==> src/rtl/fze_pkg.sv <==
package fze_pkg;
  typedef struct packed {
    logic pos;
    logic neg;
  } fze_dec_t;

  localparam logic [1:0] CODE_LOWSUP = 2'b00;
  localparam logic [1:0] CODE_POS    = 2'b01;
  localparam logic [1:0] CODE_NEG    = 2'b10;
  localparam logic [1:0] CODE_ZERO   = 2'b11;

  // {out1_n,out2_n} for a captured decision pair
  function automatic logic [1:0] fze_encode(input fze_dec_t d, input logic valid);
    if (!valid)             return CODE_LOWSUP;
    else if (d.pos && !d.neg) return CODE_POS;
    else if (d.neg && !d.pos) return CODE_NEG;
    else                    return CODE_ZERO;
  endfunction
endpackage

==> src/rtl/fze_capture.sv <==
module fze_capture
  import fze_pkg::*;
(
  input  logic     clk,
  input  logic     rst_n,
  input  logic     capture_en,
  input  logic     clear_en,
  input  fze_dec_t raw,
  output fze_dec_t dec_q,
  output logic     valid_q
);
  always_ff @(posedge clk or negedge rst_n) begin
    if (!rst_n) begin
      dec_q   <= '0;
      valid_q <= 1'b0;
    end else if (clear_en) begin
      dec_q   <= '0;
      valid_q <= 1'b0;
    end else if (capture_en) begin
      dec_q   <= raw;
      valid_q <= 1'b1;
    end
  end

  p_clear_r5: assert property (@(posedge clk) disable iff (!rst_n)
    clear_en |=> (!valid_q && dec_q == '0));
  p_hold_r6: assert property (@(posedge clk) disable iff (!rst_n)
    (!clear_en && !capture_en) |=> ($stable(dec_q) && $stable(valid_q)));
endmodule

==> src/rtl/fze_hyst_sel.sv <==
module fze_hyst_sel
  import fze_pkg::*;
(
  input  fze_dec_t dec_q,
  output logic     sel_pos,
  output logic     sel_neg
);
  // Each comparator's reference follows its own last decision.
  assign sel_pos = dec_q.pos;
  assign sel_neg = dec_q.neg;
endmodule

==> src/rtl/field_zone_encoder.sv <==
module field_zone_encoder
  import fze_pkg::*;
(
  input  logic clk,
  input  logic rst_n,
  input  logic sample_stb,
  input  logic cmp_pos,
  input  logic cmp_neg,
  input  logic low_supply,
  input  logic ready,
  output logic out1_n,
  output logic out2_n,
  output logic thr_sel_pos,
  output logic thr_sel_neg
);
  logic     clear_en;
  logic     capture_en;
  fze_dec_t raw;
  fze_dec_t dec_q;
  logic     valid_q;
  logic [1:0] code;

  assign clear_en   = low_supply || !ready;
  assign capture_en = sample_stb && !clear_en;
  assign raw        = '{pos: cmp_pos, neg: cmp_neg};

  fze_capture u_cap (
    .clk(clk), .rst_n(rst_n), .capture_en(capture_en), .clear_en(clear_en),
    .raw(raw), .dec_q(dec_q), .valid_q(valid_q)
  );

  fze_hyst_sel u_sel (.dec_q(dec_q), .sel_pos(thr_sel_pos), .sel_neg(thr_sel_neg));

  assign code   = fze_encode(dec_q, valid_q);
  assign out1_n = code[1];
  assign out2_n = code[0];

  p_lowsup_code_r5: assert property (@(posedge clk) disable iff (!rst_n)
    low_supply |=> (!out1_n && !out2_n && !thr_sel_pos && !thr_sel_neg));
  p_pos_only_r1: assert property (@(posedge clk) disable iff (!rst_n)
    (capture_en && cmp_pos && !cmp_neg) |=> (!out1_n && out2_n));
  p_neg_only_r2: assert property (@(posedge clk) disable iff (!rst_n)
    (capture_en && cmp_neg && !cmp_pos) |=> (out1_n && !out2_n));
  p_both_zero_r4: assert property (@(posedge clk) disable iff (!rst_n)
    (capture_en && cmp_neg && cmp_pos) |=> (out1_n && out2_n));
  p_sel_vs_pin_r8: assert property (@(posedge clk) disable iff (!rst_n)
    (thr_sel_pos && !thr_sel_neg) |-> (!out1_n && out2_n));
  p_stb_ignored_r7: assert property (@(posedge clk) disable iff (!rst_n)
    (!ready) |=> (!out1_n && !out2_n));
endmodule

==> config.mk <==
export PLATFORM = sky130hd
export DESIGN_NAME = field_zone_encoder
export DESIGN_NICKNAME = d
export VERILOG_FILES = /design/src/rtl/fze_pkg.sv /design/src/rtl/fze_capture.sv /design/src/rtl/fze_hyst_sel.sv /design/src/rtl/field_zone_encoder.sv
export SDC_FILE = /design/constraint.sdc
export NUM_CORES = 1
export LEC_CHECK = 0
export CAP_MARGIN = 20
export CORE_AREA = 2 2 39 41
export DETAILED_ROUTE_END_ITERATION = 8
export DIE_AREA = 0 0 41 43
export GPL_TIMING_DRIVEN = 0
export PLACE_DENSITY = 0.36
export SYNTH_ARGS = -nofsm -noshare
export SYNTH_HDL_FRONTEND = slang
export SYNTH_SLANG_ARGS = --single-unit
==> constraint.sdc <==
create_clock -name clk -period 1 [get_ports clk]
set_clock_uncertainty 0.15 [all_clocks]
set_input_delay 0.3 -clock clk [delete_from_list [all_inputs] [get_ports clk]]
set_output_delay 0.3 -clock clk [all_outputs]
set_load 0.1 [all_outputs]
* Word level (Yosys, flattened, before mapping)
Cells that the tools add are included.
** Operators by class
- Reduce and logical (&&, ||, !) cells :: 9
- Mux-type cells :: 7
** Operators by type and width (count)
- 2-to-1 mux 2 bit :: 4
- logical NOT 1 bit :: 4
- logical AND 1 bit :: 3
- 2-to-1 mux 1 bit :: 3
- nonzero test 2 bit :: 1
- logical OR 1 bit :: 1
** Word-level totals
- Input port bits :: 7
- Word-level logic and storage cells :: 19
- Output and inout port bits :: 4
- Register bits after elaboration :: 3

* Depth between registers and ports, before layout
Gate-level depths: netlist of the first run.
- Depth in word-level cells :: 6
- Mapped depth :: 2
- Depth with buffers taken out :: 2

* Hierarchy
From an unflattened synthesis of the first run, not the netlist that was laid out.
** Unflattened totals
- Cells, all modules :: 17
- Area, all modules :: 165.2 µm²
** Modules (own cells, without submodules)
- fze_capture :: cells each 9, sequential area each 75.1 µm², instances 1, area each 110.1 µm²
- field_zone_encoder :: cells each 6, sequential area each 0.0 µm², instances 1, area each 40.0 µm²
- fze_hyst_sel :: cells each 2, sequential area each 0.0 µm², instances 1, area each 15.0 µm²

* Worst setup path after synthesis of the first run
No wires, ideal clock.
- Path kind :: register to output
- Start :: register u_cap.dec_q[0] (netlist name)
- End :: output out1_n
- Stages on the path, launching flop included :: 3
- Slack :: -2717 ps
- Arrival :: 3267 ps
- Data required time :: 550 ps
- Path buffers :: 0
- Cells stage by stage :: dfrtp_1 inv_1 a21boi_0
** Between the ends
- Cells in the longest elaborated chain, start to end :: 4
** Ends and longest elaborated chain
- logical NOT 1 bit :: RTL line fze_pkg.sv:15 : else if (d.pos && !d.neg) return CODE_POS;
- logical AND 1 bit :: RTL line fze_pkg.sv:15
- 2-to-1 mux 2 bit :: RTL line fze_pkg.sv:15
- 2-to-1 mux 2 bit :: RTL line fze_pkg.sv:14 : if (!valid) return CODE_LOWSUP;
- to (decl) :: RTL line field_zone_encoder.sv:11 : output logic out1_n,
Every way passes these cells.

* Worst setup path in the final report of the first run
- Start :: register u_cap.dec_q[1] (netlist name)
- End :: output out2_n
** Between the ends
- Cells in the longest elaborated chain, start to end :: 5
- Elaborated cells on any way between the ends :: 6
- Those cells by class :: mux: 3; reduce/logical: 3
** Ends and longest elaborated chain
- logical NOT 1 bit :: RTL line fze_pkg.sv:16 : else if (d.neg && !d.pos) return CODE_NEG;
- logical AND 1 bit :: RTL line fze_pkg.sv:16
- 2-to-1 mux 1 bit :: RTL line fze_pkg.sv:16
- 2-to-1 mux 2 bit * :: RTL line fze_pkg.sv:15
- 2-to-1 mux 2 bit * :: RTL line fze_pkg.sv:14
- to (decl) :: RTL line field_zone_encoder.sv:12 : output logic out2_n,
Mark *: on every way between the ends. The rest lies on a longest branch, timed or not.

==> results of run 1 <==
[registers in the layout (all words and copies together) (netlist names)]
register	flops
u_cap.valid_q	1
u_cap.dec_q	2
[per-stage QoR]
| stage | total power [mW] | hold slack (ps) |
|---|---|---|
| after global routing | 0.510 | 91.9 |
| after global placement | 0.244 | 346 |
| after CTS | 0.488 | 94.3 |
| after floorplan | 0.202 | -146 |
| final | 0.481 | 95.3 |
| after detailed placement | 0.243 | 346 |
[cell type report]
class / count / area, sq um
repair buffers: 12 / 158
inverters: 1 / 6.26
flip-flops and latches: 3 / 82.6
well taps: 16 / 20.0
clock buffers: 4 / 26.3
multi-input cells: 9 / 82.6
fillers: 142 / 1010
[power by group through the flow]
stage,clock network (mW),registers [mW],logic (mW)
finish,0.215,0.133,0.133
CTS,0.225,0.133,0.130
global placement,0,0.135,0.108
detailed placement,0,0.136,0.108
global route,0.236,0.134,0.140
floorplan,0,0.154,0.0482
[cells by family (layout without fill, tap and decap cells)]
logic type / after synthesis / in the layout
and+or+nand+nor: 5 / 5
DFF: 3 / 3
AOI/OAI and AO/OA: 2 / 2
muxes: 2 / 2
buffers and inverters: 1 / 17
[critical path, cell delays in order (launching register included)]
cell and delay (ps):
dfrtp_4 490, o21a_4 210, buf_12 160
[metal layers]
| metal | vias to the layer above | track usage (%) | part of all wire [%] |
|---|---|---|---|
| met4 | 0 | 8.00 | 3.5 |
| met1 | 65 | 6.13 | 35 |
| met2 | 13 | 7.81 | 41 |
| met5 | - | 0 | 0 |
| li1 | 73 | - | - |
| met3 | 2 | 4.19 | 20 |
[cells in the final DEF, fill, tap and decap left out]
cell type        instances
o21a_4                   1
mux2i_1                  2
nor2_1                   4
dfrtp_4                  2
buf_4                    1
clkdlybuf4s50_1          5
inv_4                    1
buf_6                    1
clkbuf_1                 1
buf_12                   4
a21boi_4                 1
clkbuf_4                 3
nand2b_4                 1
dlygate4sd2_1            1
dfrtp_1                  1
[worst max-delay path by stage]
stage,depth (start not counted),end,slack (ps)
final,2,out2_n,-550
after global routing,2,out1_n,-580
after CTS,2,out2_n,-560
after detailed placement,3,out2_n,-1230
after global placement,3,out2_n,-1230
after floorplan,2,out1_n,-710
[cell usage after synthesis]
cell type / n / area share, %
nor2_1: 4 / 11
o21a_1: 1 / 5.6
dfrtp_1: 3 / 56
a21boi_0: 1 / 5.6
inv_1: 1 / 2.8
mux2i_1: 2 / 15
nand2b_1: 1 / 4.6
[repair_timing]
action                                  in CTS  in global routing
resized for setup                           38                  1
pin swaps                                    2                  1
cloned                                       0                  0
buffers inserted                             2                  0
endpoints found under the setup margin       6                  7
==> run metrics, run 1 <==
outcome complete, but fails checks; violated checks setup timing; worst skew pair latency 240 ps; core area 1380 sq um; Worst EP arrival 1100 ps; CP Launch Type register; fin worst setup slack -552 ps; setup_tns -2200 ps; Max rail drop VDD 0.000323 V; GRT Overall Usage 6.43%; final setup vio count 6; final count of hold timing violations 0; sequential area share after synthesis 55.6%; Post-Synth Adder-Cell Area 0%; io pins 11; FMAX 0.644 GHz; Initial Util 9.76%; Net Sw Frac 29.2%; worst setup path startpoint u_cap.dec_q[1]; reg-to-reg endpoint u_cap.dec_q[1]; Antenna diodes 0; Nets 37; WP data required 550 ps; first-pass detailed-route iteration total 2; Congestion Overflow GR 0; drt wl/cell 8.98 microns; logic gate share of total power 27.6%; min Tclk post-route 1550 ps; Die Width 41 microns; cell leakage power 0.160 nW; layout cells sized above 1 51.7%; Syn Area/Cell 10.4 sq um; worst slack, placed -1230 ps; Final period util 155%; Yosys cell types 7; number of max-slew violations in the final report 0; Clock Path Buffers 2; remaining antenna violation count 0; RSZ-0062 raised after global routing true; length in cells of the worst reg-to-reg path 3; multiplexer share of the synthesized area 14.8%; die area 1760 sq um; cts hold-fix bufs 0; Slew @ Worst Pin 135 ps; Clock Pin Slew Worst Setup and Hold Paths 40 ps; syn nets 20; row count 14; H-tree levels 1; max_cap viols 0; DRC 0; Sequential Power Share 27.7%; Synth Area in Compound Gates 11.1%; Synth Area in Simple Gates 15.7%; final WL 404 microns; root buffer cell clkbuf_4; main combinational cell family by area after synthesis simple AND/OR/NAND/NOR gates; Power Internal 0.340 mW; clk sinks 3; Final HPWL DP 291 microns; die height 43 microns; first-pass GRT wire length 696 microns; gp weighted congestion 0.514; initial antenna violation count 0; power per cell area 1280 nW/um^2; reg2reg setup slack -100 ps; CP Capture Type output port; Tightest Hold Check Type input port to async pin; Synth Warn # 0; Area after DPL 284 sq um; placed insts 39; Synth Area in XOR/XNOR 0%; vias per cell 3.40; net switching power 0.141 mW; Iteration-0 DRC Markers 1; final instance area 375 sq um; Slew headroom 90.7%; largest net degree at the start of global routing 4; routed vias 153; highest net fanout along the worst path 3; # port buffers 10; cell count after synthesis 13; reg2reg start u_cap.dec_q[1]; clock group share of total power 44.6%; worst setup path class register to output port; Mapped Area 135 sq um; CTS tree yes; total CTS buffers 3; vias in the first global route 187; Yosys reg bits 3; post-layout util 27.1%; area grow syn2layout 178%; non-filler cells, final 45
Power figures use the tool's default switching activity.
==> run 2, diff against run 1 <==
SKIP_LAST_GASP = 1   (was unset)
==> results of run 2 <==
Final layout, timing and power as in run 1 (identical DEF).
==> run 3, diff against run 2 <==
--- a/config.mk
+++ b/config.mk
@@ -11,4 +11,5 @@
 export DIE_AREA = 0 0 41 43
 export GPL_TIMING_DRIVEN = 0
+export MAX_ROUTING_LAYER = met4
 export PLACE_DENSITY = 0.36
 export SKIP_LAST_GASP = 1
==> constraint.sdc (replaced) <==
create_clock -name clk -period 1 [get_ports clk]
set_clock_uncertainty 0.15 [all_clocks]
set_input_delay 0.3 -clock clk [delete_from_list [all_inputs] [get_ports clk]]
set_output_delay 0.3 -clock clk [all_outputs]
set_load 0.02 [all_outputs]
==> run 3 against run 2 <==
  * The flow still finishes with violations (setup timing)
  * Utilization decreased by 2.3 points
  * Global-route usage increased by 0.48 points
  * Total power decreased by 13%
  * Combinational power decreased by 40%
  * Worst hold slack improved by 5.7 ps
  * Clock power decreased by 3%
  * Fmax increased by 7.7%
  * Clock-buffer cell count unchanged
  * Via count increased by 2.0%
  * Die area unchanged
  * Critical path type unchanged
==> run metrics, run 3 (synthesis gave the netlist of run 1 again) <==
outcome complete, but fails checks; violated checks setup timing; clk sinks 3; final setup vio count 5; fin worst setup slack -440 ps; area grow syn2layout 155%; Congestion Overflow GR 0; RSZ-0062 raised after global routing true; drt wl/cell 9.07 microns; final count of hold timing violations 0; DRC 0; # port buffers 10; highest net fanout along the worst path 3; Slew headroom 91.0%; core area 1380 sq um; Iteration-0 DRC Markers 1; final WL 417 microns; max reg flops 2; length in cells of the worst reg-to-reg path 4; Clock Pin Slew Worst Setup and Hold Paths 40 ps; Worst EP arrival 990 ps; commonest cells after routing, fill and taps aside 6 x buf_6, 5 x clkdlybuf4s50_1, 4 x nor2_1; Final period util 144%; WP data required 550 ps; power per cell area 1220 nW/um^2; Sequential Power Share 31.4%; die height 43 microns; gp weighted congestion 0.546; Initial Util 9.76%; reg-to-reg endpoint u_cap.dec_q[1]; worst setup path class register to output port; total power 0.421 mW; reg2reg setup slack -100 ps; net switching power 0.0927 mW; Antenna diodes 0; remaining antenna violation count 0; GRT Overall Usage 6.91%; non-filler cells, final 46; Final HPWL DP 295 microns; vias per cell 3.39; root buffer cell clkbuf_4; max_cap viols 0; CTS tree yes; min Tclk post-route 1440 ps; io pins 11; Largest regs u_cap.dec_q x2, u_cap.valid_q x1; Top reg by flops u_cap.dec_q; layout cells sized above 1 53.3%; Net Sw Frac 22.0%; CP Capture Type output port; logic gate share of total power 19.1%; first-pass detailed-route iteration total 2; row count 14; H-tree levels 1; total CTS buffers 3; Max rail drop VDD 0.000256 V; die area 1760 sq um; number of max-slew violations in the final report 0; Die Width 41 microns; vias in the first global route 182; FMAX 0.694 GHz; routed vias 156; Slew @ Worst Pin 131 ps; Tightest Hold Check Type input port to async pin; commonest non-fill, non-tap cell in the layout buf_6; Clock Path Buffers 2; Nets 38; worst skew pair latency 230 ps; initial antenna violation count 0; largest net degree at the start of global routing 4; reg2reg start u_cap.dec_q[1]; clock group share of total power 49.5%; CP Launch Type register; placed insts 39; cell leakage power 0.156 nW; first-pass GRT wire length 703 microns; setup_tns -1650 ps; Power Internal 0.328 mW
run 3: cell types whose count changed in the layout (fill, tap and decap cells not counted), sizes merged:
cell,delta
buf,+1
run 3: metal layers:
layer / share of wire (%) / GRT usage (%)
met2: 49 / 8.75
met1: 35 / 5.84
met4: 0 / 8.00
met5: 0 / -
met3: 16 / 4.71
run 3: timing repair:
action | 4_1_cts | 5_1_grt
pin swaps | 0 | 2
hold buffers | 0 | 0
cloned | 0 | 0
setup endpoints to repair | 6 | 7
resized for setup | 23 | 5
buffers inserted | 3 | 1
run 3: through the flow:
step	util (%)	hold WS [ps]	setup slack, ps	area, sq um
after floorplan	-	-146	-171	156
after global placement	20.0	345	-655	277
after detailed placement	20.0	341	-653	277
after CTS	23.3	93.3	-446	323
after global routing	24.9	96.9	-471	344
final	24.9	101	-440	344
run 3: power by group through the flow:
stage	Clock (mW)	Sequential (mW)	Combinational [mW]
after detailed placement	0	0.134	0.0678
after global placement	0	0.134	0.0679
final	0.208	0.132	0.0804
after floorplan	0	0.136	0.0239
after global routing	0.233	0.133	0.0873
after CTS	0.223	0.132	0.0743
run 3: worst max path at each step:
stage	startpoint	end	cells past startpoint
detailed placement	u_cap.dec_q[0]	out2_n	3
global route	u_cap.dec_q[0]	out2_n	3
floorplan	u_cap.dec_q[0]	out2_n	2
global placement	u_cap.dec_q[0]	out2_n	3
finish	u_cap.dec_q[1]	out2_n	2
CTS	u_cap.dec_q[1]	out2_n	2
run 3: cell type report:
class / instances / area (sq um)
Clock buffer: 4 / 26.3
Fill cell: 149 / 1040
Inverter: 1 / 3.75
Multi-Input combinational cell: 9 / 82.6
Sequential cell: 3 / 77.6
Tap cell: 16 / 20.0
Timing Repair Buffer: 13 / 134
run 3: critical path, cell delays in order, from the launching register on:
cell and delay, ps:
dfrtp_2 430, o21a_4 210, buf_6 120
